File: src/rtl/enc_pkg.sv
package enc_pkg;

  typedef enum logic [2:0] {
    ST_IDLE,
    ST_SYNC,
    ST_NODE,
    ST_LEN,
    ST_DATA,
    ST_ESC2,
    ST_CSUM
  } enc_state_e;

  localparam logic [7:0] SYNC_CODE = 8'hE0;
  localparam logic [7:0] ESC_LEAD  = 8'hD0;
  localparam logic [7:0] ESC_SYNC  = 8'hDF;
  localparam logic [7:0] ESC_SELF  = 8'hCF;

  // a payload value that collides with framing must be escaped
  function automatic logic is_reserved(input logic [7:0] b);
    return (b == SYNC_CODE) || (b == ESC_LEAD);
  endfunction

  // second byte of an escape pair
  function automatic logic [7:0] esc_tail(input logic [7:0] b);
    return (b == SYNC_CODE) ? ESC_SYNC : ESC_SELF;
  endfunction

  // byte sent in the length slot
  function automatic logic [7:0] len_field(input logic [7:0] n);
    return n + 8'd1;
  endfunction

  // value sent in the checksum slot
  function automatic logic [7:0] csum_out(input logic [7:0] acc);
    return acc - 8'd1;
  endfunction

endpackage

File: src/rtl/enc_prefetch.sv
module enc_prefetch #(
  parameter int ADDR_W = 8,
  parameter int DEPTH  = 2,
  localparam int CNT_W = $clog2(DEPTH + 1),
  localparam int PTR_W = (DEPTH > 1) ? $clog2(DEPTH) : 1
) (
  input  logic              clk,
  input  logic              rst,
  input  logic              clr,
  input  logic              en,
  input  logic [ADDR_W-1:0] len,
  input  logic              pop,
  output logic              rd_en,
  output logic [ADDR_W-1:0] rd_addr,
  input  logic [7:0]        rd_data,
  output logic              head_valid,
  output logic [7:0]        head_data,
  output logic [CNT_W-1:0]  fill
);

  localparam logic [CNT_W:0] DEPTH_V = (CNT_W + 1)'(DEPTH);

  logic [ADDR_W:0]   issued;
  logic              inflight;
  logic [7:0]        slot [DEPTH];
  logic [PTR_W-1:0]  wptr, rptr, wptr_nx, rptr_nx;
  logic [CNT_W-1:0]  cnt;
  logic              pop_ok;
  logic [CNT_W:0]    claimed, room;

  assign head_valid = (cnt != '0);
  assign head_data  = slot[rptr];
  assign fill       = cnt;
  assign pop_ok     = pop && head_valid;

  // entries stored plus the one in flight must stay within the queue
  assign claimed = {1'b0, cnt} + {{CNT_W{1'b0}}, inflight};
  assign room    = DEPTH_V + {{CNT_W{1'b0}}, pop_ok};
  assign rd_en   = en && !clr && (issued < {1'b0, len}) && (claimed < room);
  assign rd_addr = issued[ADDR_W-1:0];

  generate
    if (DEPTH > 1 && (DEPTH & (DEPTH - 1)) == 0) begin : g_pow2
      assign wptr_nx = wptr + PTR_W'(1);
      assign rptr_nx = rptr + PTR_W'(1);
    end else if (DEPTH == 1) begin : g_single
      assign wptr_nx = '0;
      assign rptr_nx = '0;
    end else begin : g_wrap
      assign wptr_nx = (wptr == PTR_W'(DEPTH - 1)) ? '0 : wptr + PTR_W'(1);
      assign rptr_nx = (rptr == PTR_W'(DEPTH - 1)) ? '0 : rptr + PTR_W'(1);
    end
  endgenerate

  always_ff @(posedge clk) begin
    if (rst || clr) begin
      issued   <= '0;
      inflight <= 1'b0;
      wptr     <= '0;
      rptr     <= '0;
      cnt      <= '0;
    end else begin
      inflight <= rd_en;
      if (rd_en) issued <= issued + (ADDR_W + 1)'(1);
      if (inflight) wptr <= wptr_nx;
      if (pop_ok) rptr <= rptr_nx;
      if (inflight && !pop_ok)      cnt <= cnt + CNT_W'(1);
      else if (!inflight && pop_ok) cnt <= cnt - CNT_W'(1);
    end
  end

  always_ff @(posedge clk) begin
    for (int i = 0; i < DEPTH; i++) begin
      if (inflight && wptr == PTR_W'(i)) slot[i] <= rd_data;
    end
  end

endmodule

File: src/rtl/enc_csum.sv
module enc_csum (
  input  logic       clk,
  input  logic       rst,
  input  logic       load,
  input  logic [7:0] load_val,
  input  logic       add,
  input  logic [7:0] add_val,
  output logic [7:0] acc
);

  always_ff @(posedge clk) begin
    if (rst)       acc <= 8'h00;
    else if (load) acc <= load_val;
    else if (add)  acc <= acc + add_val;
  end

endmodule

File: src/rtl/enc_ctrl.sv
module enc_ctrl
  import enc_pkg::*;
#(
  parameter int         ADDR_W  = 8,
  parameter logic [7:0] NODE_ID = 8'h00
) (
  input  logic              clk,
  input  logic              rst,
  input  logic              start_i,
  input  logic [ADDR_W-1:0] len_i,
  input  logic              head_valid,
  input  logic [7:0]        head_data,
  input  logic              out_ready,
  input  logic [7:0]        acc,
  output enc_state_e        state,
  output logic              out_valid,
  output logic [7:0]        out_data,
  output logic              pop,
  output logic              frame_start,
  output logic [ADDR_W-1:0] len_q,
  output logic              acc_load,
  output logic [7:0]        acc_load_val,
  output logic              acc_add,
  output logic [7:0]        acc_add_val,
  output logic              esc_lead_fire,
  output logic              csum_fire
);

  enc_state_e        state_nx;
  logic [ADDR_W-1:0] sent_cnt;
  logic              fire, last_item, head_rsv;

  assign frame_start = start_i && (state == ST_IDLE);
  assign fire        = out_valid && out_ready;
  assign head_rsv    = is_reserved(head_data);
  assign last_item   = (sent_cnt == len_q - ADDR_W'(1));

  always_comb begin
    out_valid = 1'b0;
    out_data  = 8'h00;
    unique case (state)
      ST_SYNC: begin out_valid = 1'b1;       out_data = SYNC_CODE; end
      ST_NODE: begin out_valid = 1'b1;       out_data = NODE_ID; end
      ST_LEN:  begin out_valid = 1'b1;       out_data = len_field(8'(len_q)); end
      ST_DATA: begin out_valid = head_valid; out_data = head_rsv ? ESC_LEAD : head_data; end
      ST_ESC2: begin out_valid = 1'b1;       out_data = esc_tail(head_data); end
      ST_CSUM: begin out_valid = 1'b1;       out_data = csum_out(acc); end
      default: begin out_valid = 1'b0;       out_data = 8'h00; end
    endcase
  end

  assign pop           = fire && ((state == ST_DATA && !head_rsv) || state == ST_ESC2);
  assign esc_lead_fire = fire && (state == ST_DATA) && head_rsv;
  assign csum_fire     = fire && (state == ST_CSUM);
  assign acc_load      = fire && (state == ST_LEN);
  assign acc_load_val  = NODE_ID + len_field(8'(len_q));
  assign acc_add       = fire && (state == ST_DATA || state == ST_ESC2);
  assign acc_add_val   = out_data;

  always_comb begin
    state_nx = state;
    unique case (state)
      ST_IDLE: if (frame_start) state_nx = ST_SYNC;
      ST_SYNC: if (fire) state_nx = ST_NODE;
      ST_NODE: if (fire) state_nx = ST_LEN;
      ST_LEN:  if (fire) state_nx = (len_q == '0) ? ST_CSUM : ST_DATA;
      ST_DATA: if (fire) begin
                 if (head_rsv)       state_nx = ST_ESC2;
                 else if (last_item) state_nx = ST_CSUM;
               end
      ST_ESC2: if (fire) state_nx = last_item ? ST_CSUM : ST_DATA;
      ST_CSUM: if (fire) state_nx = ST_IDLE;
      default: state_nx = ST_IDLE;
    endcase
  end

  always_ff @(posedge clk) begin
    if (rst) begin
      state    <= ST_IDLE;
      len_q    <= '0;
      sent_cnt <= '0;
    end else begin
      state <= state_nx;
      if (frame_start) begin
        len_q    <= len_i;
        sent_cnt <= '0;
      end else if (pop) begin
        sent_cnt <= sent_cnt + ADDR_W'(1);
      end
    end
  end

endmodule

File: src/rtl/esc_frame_encoder.sv
module esc_frame_encoder
  import enc_pkg::*;
#(
  parameter int         ADDR_W   = 8,
  parameter int         PF_DEPTH = 2,
  parameter logic [7:0] NODE_ID  = 8'h00,
  localparam int        PF_CNT_W = $clog2(PF_DEPTH + 1)
) (
  input  logic              clk,
  input  logic              rst,
  input  logic              start_i,
  input  logic [ADDR_W-1:0] len_i,
  output logic              rd_en_o,
  output logic [ADDR_W-1:0] rd_addr_o,
  input  logic [7:0]        rd_data_i,
  output logic              out_valid_o,
  output logic [7:0]        out_data_o,
  input  logic              out_ready_i,
  output logic              busy_o
);

  enc_state_e          state;
  logic                head_valid, pop, frame_start;
  logic [7:0]          head_data, acc;
  logic [ADDR_W-1:0]   len_q;
  logic                acc_load, acc_add;
  logic [7:0]          acc_load_val, acc_add_val;
  logic                esc_lead_fire, csum_fire;
  logic [PF_CNT_W-1:0] pf_cnt;

  assign busy_o = (state != ST_IDLE);

  enc_ctrl #(.ADDR_W(ADDR_W), .NODE_ID(NODE_ID)) u_ctrl (
    .clk           (clk),
    .rst           (rst),
    .start_i       (start_i),
    .len_i         (len_i),
    .head_valid    (head_valid),
    .head_data     (head_data),
    .out_ready     (out_ready_i),
    .acc           (acc),
    .state         (state),
    .out_valid     (out_valid_o),
    .out_data      (out_data_o),
    .pop           (pop),
    .frame_start   (frame_start),
    .len_q         (len_q),
    .acc_load      (acc_load),
    .acc_load_val  (acc_load_val),
    .acc_add       (acc_add),
    .acc_add_val   (acc_add_val),
    .esc_lead_fire (esc_lead_fire),
    .csum_fire     (csum_fire)
  );

  enc_prefetch #(.ADDR_W(ADDR_W), .DEPTH(PF_DEPTH)) u_pf (
    .clk        (clk),
    .rst        (rst),
    .clr        (frame_start),
    .en         (busy_o),
    .len        (len_q),
    .pop        (pop),
    .rd_en      (rd_en_o),
    .rd_addr    (rd_addr_o),
    .rd_data    (rd_data_i),
    .head_valid (head_valid),
    .head_data  (head_data),
    .fill       (pf_cnt)
  );

  enc_csum u_csum (
    .clk      (clk),
    .rst      (rst),
    .load     (acc_load),
    .load_val (acc_load_val),
    .add      (acc_add),
    .add_val  (acc_add_val),
    .acc      (acc)
  );

endmodule

File: config.mk
export PLATFORM = sky130hd
export DESIGN_NAME = esc_frame_encoder
export DESIGN_NICKNAME = d
export VERILOG_FILES = /design/src/rtl/enc_pkg.sv /design/src/rtl/enc_prefetch.sv /design/src/rtl/enc_csum.sv /design/src/rtl/enc_ctrl.sv /design/src/rtl/esc_frame_encoder.sv
export SDC_FILE = /design/constraint.sdc
export NUM_CORES = 1
export LEC_CHECK = 0
export BUFFER_PORTS_ARGS = -buffer_cell sky130_fd_sc_hd__buf_4
export CAP_MARGIN = 20
export CORE_AREA = 4 4 80 90
export DETAILED_ROUTE_END_ITERATION = 12
export DIE_AREA = 0 0 84 94
export PLACE_DENSITY_LB_ADDON = 0.2
export SYNTH_ARGS = -nofsm -noshare
export SYNTH_HDL_FRONTEND = slang
export SYNTH_HIERARCHICAL = 1
export SYNTH_SLANG_ARGS = --single-unit
File: constraint.sdc
create_clock -name clk -period 7.59 [get_ports clk]
set_input_delay 0.3795 -clock clk [delete_from_list [all_inputs] [get_ports clk]]
set_output_delay 0.3795 -clock clk [all_outputs]
set_load 0.01 [all_outputs]
== Word-level counts from Yosys, hierarchy flattened ==
Memories as Yosys holds them, arrays and structs flattened. A register that Yosys moved wholly into a read port is not among the register bits.
Cells that the tools add are included.
Widths: inputs -> output; s select.
Storage, ports and cells
  memories: 1
  bits in writable memories: 16
  output and inout port bits: 19
  bits in registers: 41
  word-level logic and storage cells: 103
  bits of input ports: 20
Memory list
  u_pf.slot: depth 2, width 8, read ports 1, clocked after memory_dff 1, wr ports 1, line enc_prefetch.sv:25  | logic [7:0] slot [DEPTH];
Operators by class
  add/sub/neg operators: 12
  reduce and logical (&&, ||, !) cells: 32
  equality and inequality tests: 17
  order comparisons: 2
  mux-type cells: 29
  bitwise gates (word level): 1
Operator list (number)
  $pmux 8 s5: 1
  $mux 8: 4
  $mux 3: 9
  $pmux 3 s7: 1
  $add 8x1->8 const B: 2
  $eq 8x8->1 const B: 2
  $sub 8x1->8 const B: 2
  $logic_and 1x1->1: 14
  $ne 2x1->1 const B: 7
  $add 9x1->9 const B: 1
  $eq 3x3->1 const B: 3
  $lt 9x8->1: 1
  $add 8x8->8: 1
  $eq 8x8->1: 1
  $logic_not 8->1: 1
  $mux 1: 8
  $mux 2: 4
  $reduce_and 8->1: 1
  $reduce_or 8->1: 1
  $eq 3x2->1 const B: 2
  $reduce_bool 2->1: 3
  $mux 5: 1
  $reduce_or 5->1: 1
  $logic_not 1->1: 4
  other kinds (14): 18

== Logic depth before layout (Yosys ltp) ==
  depth in word-level cells: 10
  depth in mapped cells: 13
  mapped depth without buffers: 12

== Hierarchy ==
The synthesis kept the hierarchy.
Modules (own cells, without submodules)
  enc_ctrl: seq. area each 380.4 µm², times used 1, area an instance 1755.4 µm², cells each 249
  enc_prefetch: seq. area each 780.7 µm², times used 1, area an instance 1497.7 µm², cells each 136
  enc_csum: seq. area each 160.2 µm², times used 1, area an instance 754.5 µm², cells each 90
  esc_frame_encoder: seq. area each 0.0 µm², times used 1, area an instance 6.3 µm², cells each 1

== Least setup slack after synthesis ==
No wires, ideal clock.
  path type: reg-to-reg
  from: reg with a tool-made name
  to: reg u_csum.acc[6]
  required time: 7.503 ns
  stages on the path, launching flop included: 13
  slack: 4.526 ns
  arrival time: 2.977 ns
  library setup time: 0.087 ns
  cell sequence: dfxtp_1 > clkbuf_1 > mux2_2 > nor4_1 > nand4_1 > and3_1 > a21oi_1 > o22ai_1 > ha_1 > buf_2 > o2111a_1 > o31a_1 > o31ai_1
RTL lines
  end signal, assigned: line enc_csum.sv:13  | else if (load) acc <= load_val;
  end signal, assigned: line enc_csum.sv:14  | else if (add) acc <= acc + add_val;
  end, declared: line enc_csum.sv:8  | output logic [7:0] acc

==> summary.txt <==
Outcome
  • Status: finished, final reports clean

Pwr
  • Clock share of power: 32.8%
  • Combinational power share: 30.5%
  • Internal: 0.0007048 W
  • Pwr/cell area: between 200 and 250 mW/mm²
  • Net switching power: between 0.0003 and 0.0004 W
  • Switching Fraction: 35.35%
  • Flop pwr share: 36.7%
  • Largest vdd supply drop: between 0.2 and 0.25 mV
  • Power, Total: 0.001090 W
  • Static leakage: 1.794 nW

Clock network
  • CTS Root Cell: clkbuf_8
  • Clk slew on worst S/H paths: 0.07 ns
  • CTS Sinks: 58
  • Total CTS buffers: 9
  • Skew-Pair Late Insertion Delay: 0.34 ns
  • Post-CTS Hold Buffers: 0
  • Post-CTS Resized: 0
  • Maximum buffer depth of the clock tree: 2
  • TritonCTS clock tree: yes
  • H-Tree Level Count: 3
  • Setup Fix Bufs, Post-CTS: 0

Timing
  • Tightest Pin Transition: 0.7917 ns
  • RSZ-0062 raised after global routing: no
  • Final setup fails: 0
  • Max Clock Skew: 0.005915 ns
  • Slew headroom: 47.15%
  • Pins Over Slew Limit: 0
  • Fmax: 268.2 MHz
  • Crit path time final: about 3.7 ns
  • Hold Fails Final Rpt: 0
  • Fin crit share: 49.13%
  • Setup TNS: 0 ns

Min path
  • Min-delay src: rd_data_i[4]
  • Hold Crit Class: in -> reg
  • Hold Path Sink: u_pf/slot[0][4]$_DFFE_PP_
  • Hold Path Depth: 1

Worst setup path
  • WP data required: 7.21 ns
  • Largest fanout on the critical path: 17
  • Crit. End Element: primary output
  • Reg2Reg Setup Slack: 4.09 ns
  • CP arrival: 3.35 ns
  • R2r worst-path depth: 10
  • Type of origin of the critical path: flop
  • CP Class: reg -> out
  • Worst r2r dst: u_csum/acc[6]$_SDFFE_PP0P_

Placed design
  • Gpl congestion: 0.8677
  • I/O Buffers: 38
  • Post-DP HPWL: between 6 and 7 mm

Floorplan
  • Die area: approximately 0.008 mm²
  • Die width: 84 µm
  • Core Region: 0.006361 mm²
  • Die Y: roughly 94 µm
  • Starting Density: 62.90%
  • Placement Rows: 31
  • I/O pin cnt: 39

Route
  • Final WL: between 8 and 9 mm
  • DR vias/cell: 5.931
  • Drt pass-1 iters: 5
  • WL per Instance: 15.67 µm
  • Final ANT Viol Nets: 0
  • Initial drt markers: 208
  • # DRC: 0
  • Vias: 3,375

Logic synthesis
  • Post-Syn Area: between 0.004 and 0.005 mm²
  • Cells after synthesis: 474
  • Synth warnings: 6
  • Post-Syn Nets: 517
  • Mean post-synth cell area: 8.442 µm²

Cells and area
  • Ant diodes: 0
  • Share of layout cells above drive strength 1: between 10% and 20%
  • Most frequent cells in the layout: nand2_1 (47), dfxtp_1 (42), buf_4 (38), a21oi_1 (37), nor2_1 (27)
  • Most common cell after layout, fill and taps aside: nand2_1
  • Nets: 525
  • Synth-to-layout area growth: 9.912%

Global route
  • GR peak layer: met2
  • Largest net degree at the start of global routing: 29
  • First-pass GRT wire length: 14.79 mm
  • Met3 Resource Use GR: 5.702%
  • Met2 usage: 40.25%
  • Total GRT Usage: 23.56%
  • Total congestion overflow: 0
  • Vias in the first global route: about 3,100
  • Antenna violations before repair: 0
  • M1 GR Usage: 28.85%

Flow run
  • Max cap viols: 0
-- routing by layer --
metal,wire (µm),up-vias
li1,-,1683
met1,3783,1561
met2,4396,111
met3,553,20
met4,186,0
met5,0,-
-- sequential cells by signal, indices dropped and copies added, names as in the netlist, named ones only --
name             count
u_pf/rptr            1
u_ctrl/len_q         8
u_pf/wptr            1
u_pf/slot           16
u_ctrl/state         3
u_ctrl/sent_cnt      8
u_csum/acc           8
u_pf/inflight        1
u_pf/issued          9
u_pf/fill            2
-- power by group through the flow --
stage / logic, W / clock network [W] / registers (W)
after floorplan: 0.000296 / 0 / 0.000364
after global placement: 0.000320 / 0 / 0.000405
after detailed placement: 0.000329 / 0 / 0.000407
after CTS: 0.000331 / 0.000364 / 0.000400
after global routing: 0.000369 / 0.000379 / 0.000409
final: 0.000332 / 0.000357 / 0.000401
-- critical path, stage by stage (launching register included) --
cell and delay (ns):
dfxtp_1 0.56, mux2_2 0.41, nor4_1 0.43, nand4_1 0.40, o21ai_1 0.46, inv_1 0.10
nand2_2 0.11, o21ai_2 0.07, nand4_2 0.25, inv_1 0.07, buf_4 0.15
-- cell type report --
cell class	instances	area (µm²)
fill	521	1963
timing repair buffer	38	285.3
tap	82	102.6
sequential	58	1321
clock buffer	9	123.9
inverter	27	101.3
clock inverter	7	125.1
multi-input combinational	348	2338
-- metrics by stage --
| step | area [µm²] | utilization (%) | worst slack [ns] | cells | hold WS, ns |
|---|---|---|---|---|---|
| after floorplan | 4001 | - | 4.556 | 474 | 0.4315 |
| after global placement | 4149 | 65.22 | 4.344 | 553 | 0.4653 |
| after detailed placement | 4149 | 65.22 | 4.213 | 553 | 0.4772 |
| after CTS | 4398 | 69.14 | 3.918 | 569 | 0.2001 |
| after global routing | 4398 | 69.14 | 3.612 | 569 | 0.1931 |
| final | 4398 | 69.14 | 3.861 | 569 | 0.2178 |
-- worst max-delay path by stage --
stage,endpoint,slack [ns],depth (start not counted)
floorplan,u_csum/acc[6]$_SDFFE_PP0P_,4.56,12
global placement,u_pf/issued[7]$_SDFFE_PP0P_,4.34,9
detailed placement,u_csum/acc[6]$_SDFFE_PP0P_,4.21,10
CTS,rd_en_o,3.92,10
global route,rd_en_o,3.61,10
finish,rd_en_o,3.86,10
Power figures use the tool's default switching activity.
